### config.mk
export PLATFORM = sky130hd
export DESIGN_NAME = baud_tick_gen
export DESIGN_NICKNAME = d
export VERILOG_FILES = /design/src/rtl/baud_pkg.sv /design/src/rtl/baud_div.sv /design/src/rtl/baud_path.sv /design/src/rtl/baud_tick_gen.sv
export SDC_FILE = /design/constraint.sdc
export NUM_CORES = 1
export LEC_CHECK = 0
export CORE_MARGIN = 2
export CORE_UTILIZATION = 55
export DETAILED_ROUTE_END_ITERATION = 16
export GPL_ROUTABILITY_DRIVEN = 1
export PLACE_DENSITY = 0.79
export SLEW_MARGIN = 20
export SYNTH_ARGS = -nofsm -noshare
export SYNTH_HDL_FRONTEND = slang
export SYNTH_SLANG_ARGS = --single-unit
### constraint.sdc
create_clock -name clk -period 3.2 [get_ports clk]
set_input_delay 0.96 -clock clk [delete_from_list [all_inputs] [get_ports clk]]
set_output_delay 0.96 -clock clk [all_outputs]
set_load 0.01 [all_outputs]
### src/rtl/baud_pkg.sv
package baud_pkg;
  typedef enum logic [1:0] {
    SER_SYNC  = 2'd0,
    SER_TMR_A = 2'd1,
    SER_FIXED = 2'd2,
    SER_TMR_B = 2'd3
  } ser_mode_e;

  typedef struct packed {
    logic [1:0] mode;
    logic       dbl;
    logic       fast;
    logic       t2_tx;
    logic       t2_rx;
  } baud_cfg_t;
endpackage

### src/rtl/baud_div.sv
module baud_div #(
  parameter int MAX_DIV = 16,
  localparam int DW = $clog2(MAX_DIV + 1)
) (
  input  logic          clk,
  input  logic          rst,
  input  logic          clr,
  input  logic          step,
  input  logic [DW-1:0] div,
  output logic          tick
);
  logic [DW-1:0] cnt;

  always_ff @(posedge clk) begin
    if (rst || clr) begin
      cnt  <= '0;
      tick <= 1'b0;
    end else begin
      tick <= 1'b0;
      if (step) begin
        if (cnt >= div - DW'(1)) begin
          cnt  <= '0;
          tick <= 1'b1;
        end else begin
          cnt <= cnt + DW'(1);
        end
      end
    end
  end

  // a clear leaves the counter and tick at zero
  p_clear_zero_r10: assert property (@(posedge clk) disable iff (rst)
    $past(clr) |-> (cnt == '0 && !tick));

  // the count never leaves its legal range
  p_cnt_bound_r8: assert property (@(posedge clk) disable iff (rst)
    cnt < DW'(MAX_DIV));
endmodule

### src/rtl/baud_path.sv
module baud_path #(
  parameter int OSR     = 16,
  parameter int MAX_PRE = 4,
  localparam int PW = $clog2(MAX_PRE + 1),
  localparam int OW = $clog2(OSR + 1)
) (
  input  logic          clk,
  input  logic          rst,
  input  logic          clr,
  input  logic          src,
  input  logic [PW-1:0] pre_div,
  output logic          os_tick,
  output logic          bit_tick
);
  baud_div #(.MAX_DIV(MAX_PRE)) u_pre (
    .clk(clk), .rst(rst), .clr(clr), .step(src),
    .div(pre_div), .tick(os_tick)
  );

  baud_div #(.MAX_DIV(OSR)) u_bit (
    .clk(clk), .rst(rst), .clr(clr), .step(os_tick),
    .div(OW'(OSR)), .tick(bit_tick)
  );
endmodule

### src/rtl/baud_tick_gen.sv
module baud_tick_gen #(
  parameter int SYNC_SLOW  = 12,
  parameter int SYNC_FAST  = 4,
  parameter int OSR        = 16,
  parameter int FIXED_SLOW = 64,
  parameter int FIXED_FAST = 32,
  parameter int TMR_SLOW   = 32,
  parameter int TMR_FAST   = 16
) (
  input  logic       clk,
  input  logic       rst,
  input  logic [1:0] mode,
  input  logic       dbl_rate,
  input  logic       fast_sync,
  input  logic       t1_ovf,
  input  logic       t2_ovf,
  input  logic       t2_tx_sel,
  input  logic       t2_rx_sel,
  output logic       tx_bit_en,
  output logic       rx_bit_en,
  output logic       rx_os_tick
);
  import baud_pkg::*;

  localparam int FIX_PRE_S = FIXED_SLOW / OSR;
  localparam int FIX_PRE_F = FIXED_FAST / OSR;
  localparam int TMR_PRE_S = TMR_SLOW / OSR;
  localparam int TMR_PRE_F = TMR_FAST / OSR;
  localparam int MAX_PRE   = (FIX_PRE_S > TMR_PRE_S) ? FIX_PRE_S : TMR_PRE_S;
  localparam int PW        = $clog2(MAX_PRE + 1);
  localparam int SYNC_MAX  = (SYNC_SLOW > SYNC_FAST) ? SYNC_SLOW : SYNC_FAST;
  localparam int SW        = $clog2(SYNC_MAX + 1);

  baud_cfg_t cfg_now, cfg_q;
  logic      chg;
  logic      is_sync;

  assign cfg_now = '{mode: mode, dbl: dbl_rate, fast: fast_sync,
                     t2_tx: t2_tx_sel, t2_rx: t2_rx_sel};
  assign chg     = (cfg_now != cfg_q);
  assign is_sync = (ser_mode_e'(mode) == SER_SYNC);

  always_ff @(posedge clk) begin
    if (rst) cfg_q <= '0;
    else     cfg_q <= cfg_now;
  end

  // Synchronous-mode divider shared by both directions
  logic          sync_tick;
  logic [SW-1:0] sync_div;
  assign sync_div = fast_sync ? SW'(SYNC_FAST) : SW'(SYNC_SLOW);

  baud_div #(.MAX_DIV(SYNC_MAX)) u_sync (
    .clk(clk), .rst(rst), .clr(chg), .step(is_sync),
    .div(sync_div), .tick(sync_tick)
  );

  // One prescale plus oversample chain per direction (0 = tx, 1 = rx)
  logic [1:0] t2_use;
  logic [1:0] os_v, bit_v;
  assign t2_use = {t2_rx_sel, t2_tx_sel};

  for (genvar d = 0; d < 2; d++) begin : g_dir
    logic          src;
    logic [PW-1:0] pre;

    always_comb begin
      src = 1'b0;
      pre = PW'(TMR_PRE_S);
      unique case (ser_mode_e'(mode))
        SER_FIXED: begin
          src = 1'b1;
          pre = dbl_rate ? PW'(FIX_PRE_F) : PW'(FIX_PRE_S);
        end
        SER_TMR_A, SER_TMR_B: begin
          src = t2_use[d] ? t2_ovf : t1_ovf;
          pre = (t2_use[d] || !dbl_rate) ? PW'(TMR_PRE_S) : PW'(TMR_PRE_F);
        end
        default: begin
          src = 1'b0;
          pre = PW'(TMR_PRE_S);
        end
      endcase
    end

    baud_path #(.OSR(OSR), .MAX_PRE(MAX_PRE)) u_path (
      .clk(clk), .rst(rst), .clr(chg), .src(src), .pre_div(pre),
      .os_tick(os_v[d]), .bit_tick(bit_v[d])
    );
  end

  logic path_q;

  always_ff @(posedge clk) begin
    if (rst) begin
      tx_bit_en  <= 1'b0;
      rx_bit_en  <= 1'b0;
      rx_os_tick <= 1'b0;
      path_q     <= 1'b0;
    end else begin
      tx_bit_en  <= is_sync ? sync_tick : bit_v[0];
      rx_bit_en  <= is_sync ? sync_tick : bit_v[1];
      rx_os_tick <= !is_sync && os_v[1];
      path_q     <= !is_sync;
    end
  end

  // no oversample tick out of synchronous mode
  p_no_os_sync_r3: assert property (@(posedge clk) disable iff (rst)
    rx_os_tick |-> ($past(mode) != 2'd0));

  // bit enables are single-cycle pulses
  p_tx_single_r9: assert property (@(posedge clk) disable iff (rst)
    tx_bit_en |=> !tx_bit_en);
  p_rx_single_r9: assert property (@(posedge clk) disable iff (rst)
    rx_bit_en |=> !rx_bit_en);

  // a receive bit enable follows an oversample tick
  p_bit_after_os_r8: assert property (@(posedge clk) disable iff (rst)
    (rx_bit_en && path_q) |-> $past(rx_os_tick));
endmodule

==> qor.yml <==
status:
  outcome: "finished with violations"
  violations: "design-rule violations"
floorplan:
  boundaryPins: 13
  die_h_um: 58.8
  fp.dieW_um: 58.8
  start_util_pct: 58.9
  die_area_sq_mm: 0.00346
  row_count: 19
  core_area_sq_mm: 0.00281
sta:
  max_slew_margin_pct: 74.5
  setup_ws_ns: 0.191
  tightestPinTransition_ns: 0.380
  fmax_ghz: 0.332
  setup_viol: 0
  skew_ns: 0.0114
  finalCriticalPeriod_ns: 3.01
  hold_violations: 0
  finalCritPeriodShare_pct: 94.0
  finalMaxSlewViolations: 0
  rsz0062_at_grt: "no"
power:
  ir_drop_mv: 0.444
  p_per_area_mw_per_mm2: 416
  leakage_nw: 0.799
  total_power_mw: 0.816
synth:
  synthAdderAreaFrac_pct: 12.1
  syn-cell-area_sq_mm: 0.00165
  synthSimpleGateAreaFrac_pct: 22.5
  synth_compound_area_share_pct: 10.5
  synth.distinct_cells: 36
  synth_top_family_by_area: "simple AND/OR/NAND/NOR gates"
  synth.area.mux_share_pct: 3.03
  synthCells: 170
  synth-xor-area-share_pct: 7.95
  netlist_top_cells_area: "dfxtp_1 (41%), ha_1 (12%), xor2_1 (5.3%), mux2i_1 (3.0%), nand2_1 (3.0%)"
  synth_top_area_share_pct: 41.2
  yosys.area.top_type: "dfxtp_1"
  yosys_warnings: 0
  ys.flop_type: "dfxtp_1"
  synth_seq_cells: 34
  async_reset_ff_share_pct: 0
  syn_area_per_cell_sq_um: 9.72
  ys_seq_area_share_pct: 41.2
  synth_fp_nets: 196
  synth-edff-count: 0
critical_path:
  cp_max_fo: 5
  worstSetupStartpointType: "input port"
  max_stage_delay_ns: 0.50
  slowest_stage: "or3b_2"
  r2r_slack_ns: 1.37
  crit_chain: "clkdlybuf4s50_1, or3b_2, nand2_1, ha_1, xnor2_1, ha_1, a21o_1, a31oi_1, buf_4, nand4b_1, a31oi_1"
  crit_family: "simple AND/OR/NAND/NOR gates"
  path_buf_inv: 2
  required_ns: 3.45
  worstSetupPathType: "input port to flop"
  end_kind: "flop"
  critPathArrivalTime_ns: 3.26
clock_tree:
  cts_max_level: 2
  cts.sinks: 34
  postCtsHoldBufs: 0
  cts_tree: "built"
  clockRootBuffer: "clkbuf_4"
  cts_resized: 0
  cts.clk_slew.worst_paths_ns: 0.11
  clockBufferDepth: 2
  clock_latency_ns: 0.34
  cts_setup_buffers: 0
  numCtsBuffers: 5
place:
  place_congestion: 0.767
  dpl_cell_area_sq_mm: 0.00189
  place_ws_ns: -0.151
  portBuffers: 12
  dp_hpwl_um: 2430
drt:
  drtIter0Drc: 35
  dr.pass1.iters: 10
  viasPerCell: 5.63
  ant_nets: 0
  routed_wl_um: 3110
  via_count: 1289
  drc: 1
  wire_per_inst_um: 13.6
global_routing:
  grt.overflow.total: 0
  grtUsageTotal_pct: 21.4
  grt_pass1_vias: 1374
  use_met2_pct: 38.6
  grt_busiest_layer: "met2"
  antenna_found_initial: 0
  grtUsageMet1_pct: 23.4
  grt_pass1_wl_um: 5550
  grt_max_degree: 15
  use_met3_pct: 4.84
final_layout:
  nFillCells: 228
  antenna_cells: 0
  drive_above_1_share_pct: 16.2
  areaGrowthSynthToFinish_pct: 18.9
  postLayoutCoreUtil_pct: 70.0
  fin_nets: 223
  postLayoutCellArea_sq_mm: 0.00196
worst_hold_path:
  holdCritPathClass: "flop to flop"
job:
  timing.max_cap.violations: 0
==> power breakdown <==
part / leakage [nW] / total, mW / internal (mW) / switching (mW)
clock network: 0.0450 / 0.304 / 0.162 / 0.142
registers: 0.275 / 0.429 / 0.427 / 0.00176
logic: 0.479 / 0.0838 / 0.0431 / 0.0407
total: 0.799 / 0.816 / 0.632 / 0.184
==> path summary, 6_finish.rpt <==
kind                                             startpoint                                   endpoint  cells after the start
setup reg to reg  g_dir[1].u_path.u_bit.cnt[0]$_SDFFE_PP0P_  g_dir[1].u_path.u_bit.cnt[4]$_SDFFE_PP0P_                      6
setup / recovery                                    mode[0]  g_dir[0].u_path.u_pre.cnt[2]$_SDFFE_PP0N_                     11
hold reg to reg                      u_sync.tick$_SDFF_PP0_                       tx_bit_en$_SDFF_PP0_                      2
hold / removal                       u_sync.tick$_SDFF_PP0_                       tx_bit_en$_SDFF_PP0_                      2
==> kinds of logic (layout without fill, tap and decap cells) <==
| family | count (synthesis) | after routing |
|---|---|---|
| simple gates | 64 | 64 |
| buf+inv | 10 | 38 |
| flops | 34 | 34 |
| xor+xnor | 15 | 15 |
| mux | 5 | 5 |
| fa+ha+maj | 16 | 16 |
| compound gates | 26 | 26 |
==> layer usage <==
| metal | vias to the layer above | share of wire, % |
|---|---|---|
| met5 | - | 0 |
| met4 | 0 | 1.6 |
| met3 | 7 | 2.6 |
| met2 | 16 | 53 |
| met1 | 612 | 43 |
| li1 | 654 | - |
==> metrics by stage <==
step	hold slack [ns]	setup TNS [ns]	cells
6_report	0.477	0	229
5_1_grt	0.505	0	229
4_1_cts	0.481	0	229
3_5_place_dp	0.470	-0.632	221
3_3_place_gp	0.451	-0.297	221
2_1_floorplan	0.439	0	170
==> registers in the layout, indices dropped and copies added, names as in the netlist <==
| register | count |
|---|---|
| g_dir.u_path.u_pre.cnt | 6 |
| g_dir.u_path.u_bit.cnt | 10 |
| tx_bit_en | 1 |
| rx_os_tick | 1 |
| cfg_q | 6 |
| u_sync.tick | 1 |
| rx_bit_en | 1 |
| u_sync.cnt | 4 |
| g_dir.u_path.u_bit.tick | 2 |
| g_dir.u_path.u_pre.tick | 2 |
==> cell usage after synthesis, drive strengths merged, types with 3 or more instances <==
| master | instances |
|---|---|
| a21o | 4 |
| xor2 | 10 |
| a21oi | 8 |
| nand3 | 6 |
| nor2 | 13 |
| clkbuf | 4 |
| nor3 | 7 |
| inv | 4 |
| nor2b | 6 |
| nand2 | 14 |
| a31oi | 4 |
| mux2i | 5 |
| and3 | 3 |
| dfxtp | 34 |
| xnor2 | 5 |
| ha | 16 |
==> layout by cell type (no fill, tap or decap), drive strengths merged, types with 6 or more instances in the layout <==
master          n
nand2          14
nor2           13
clkdlybuf4s50  12
ha             16
nand3           6
xor2           10
buf            14
a21oi           8
dfxtp          34
nor2b           6
nor3            7
==> layout make-up <==
class | count | area (sq um) | share of cell area, %
clock buffers | 5 | 37.5 | 1.91
inverters | 4 | 15.0 | 0.765
well taps | 31 | 38.8 | 1.98
flip-flops and latches | 34 | 681 | 34.7
repair buffers | 26 | 225 | 11.5
clock inverters | 3 | 40.0 | 2.04
multi-input cells | 126 | 926 | 47.2
==> worst reg2reg max path, cell delays in order (launching register included) <==
cell and delay, ns:
dfxtp_1 0.36, ha_1 0.22, and3_1 0.18, ha_1 0.18, o31ai_1 0.33, nand3_1 0.25, a211oi_2 0.25
No activity file was read; power rests on OpenSTA's default activity.
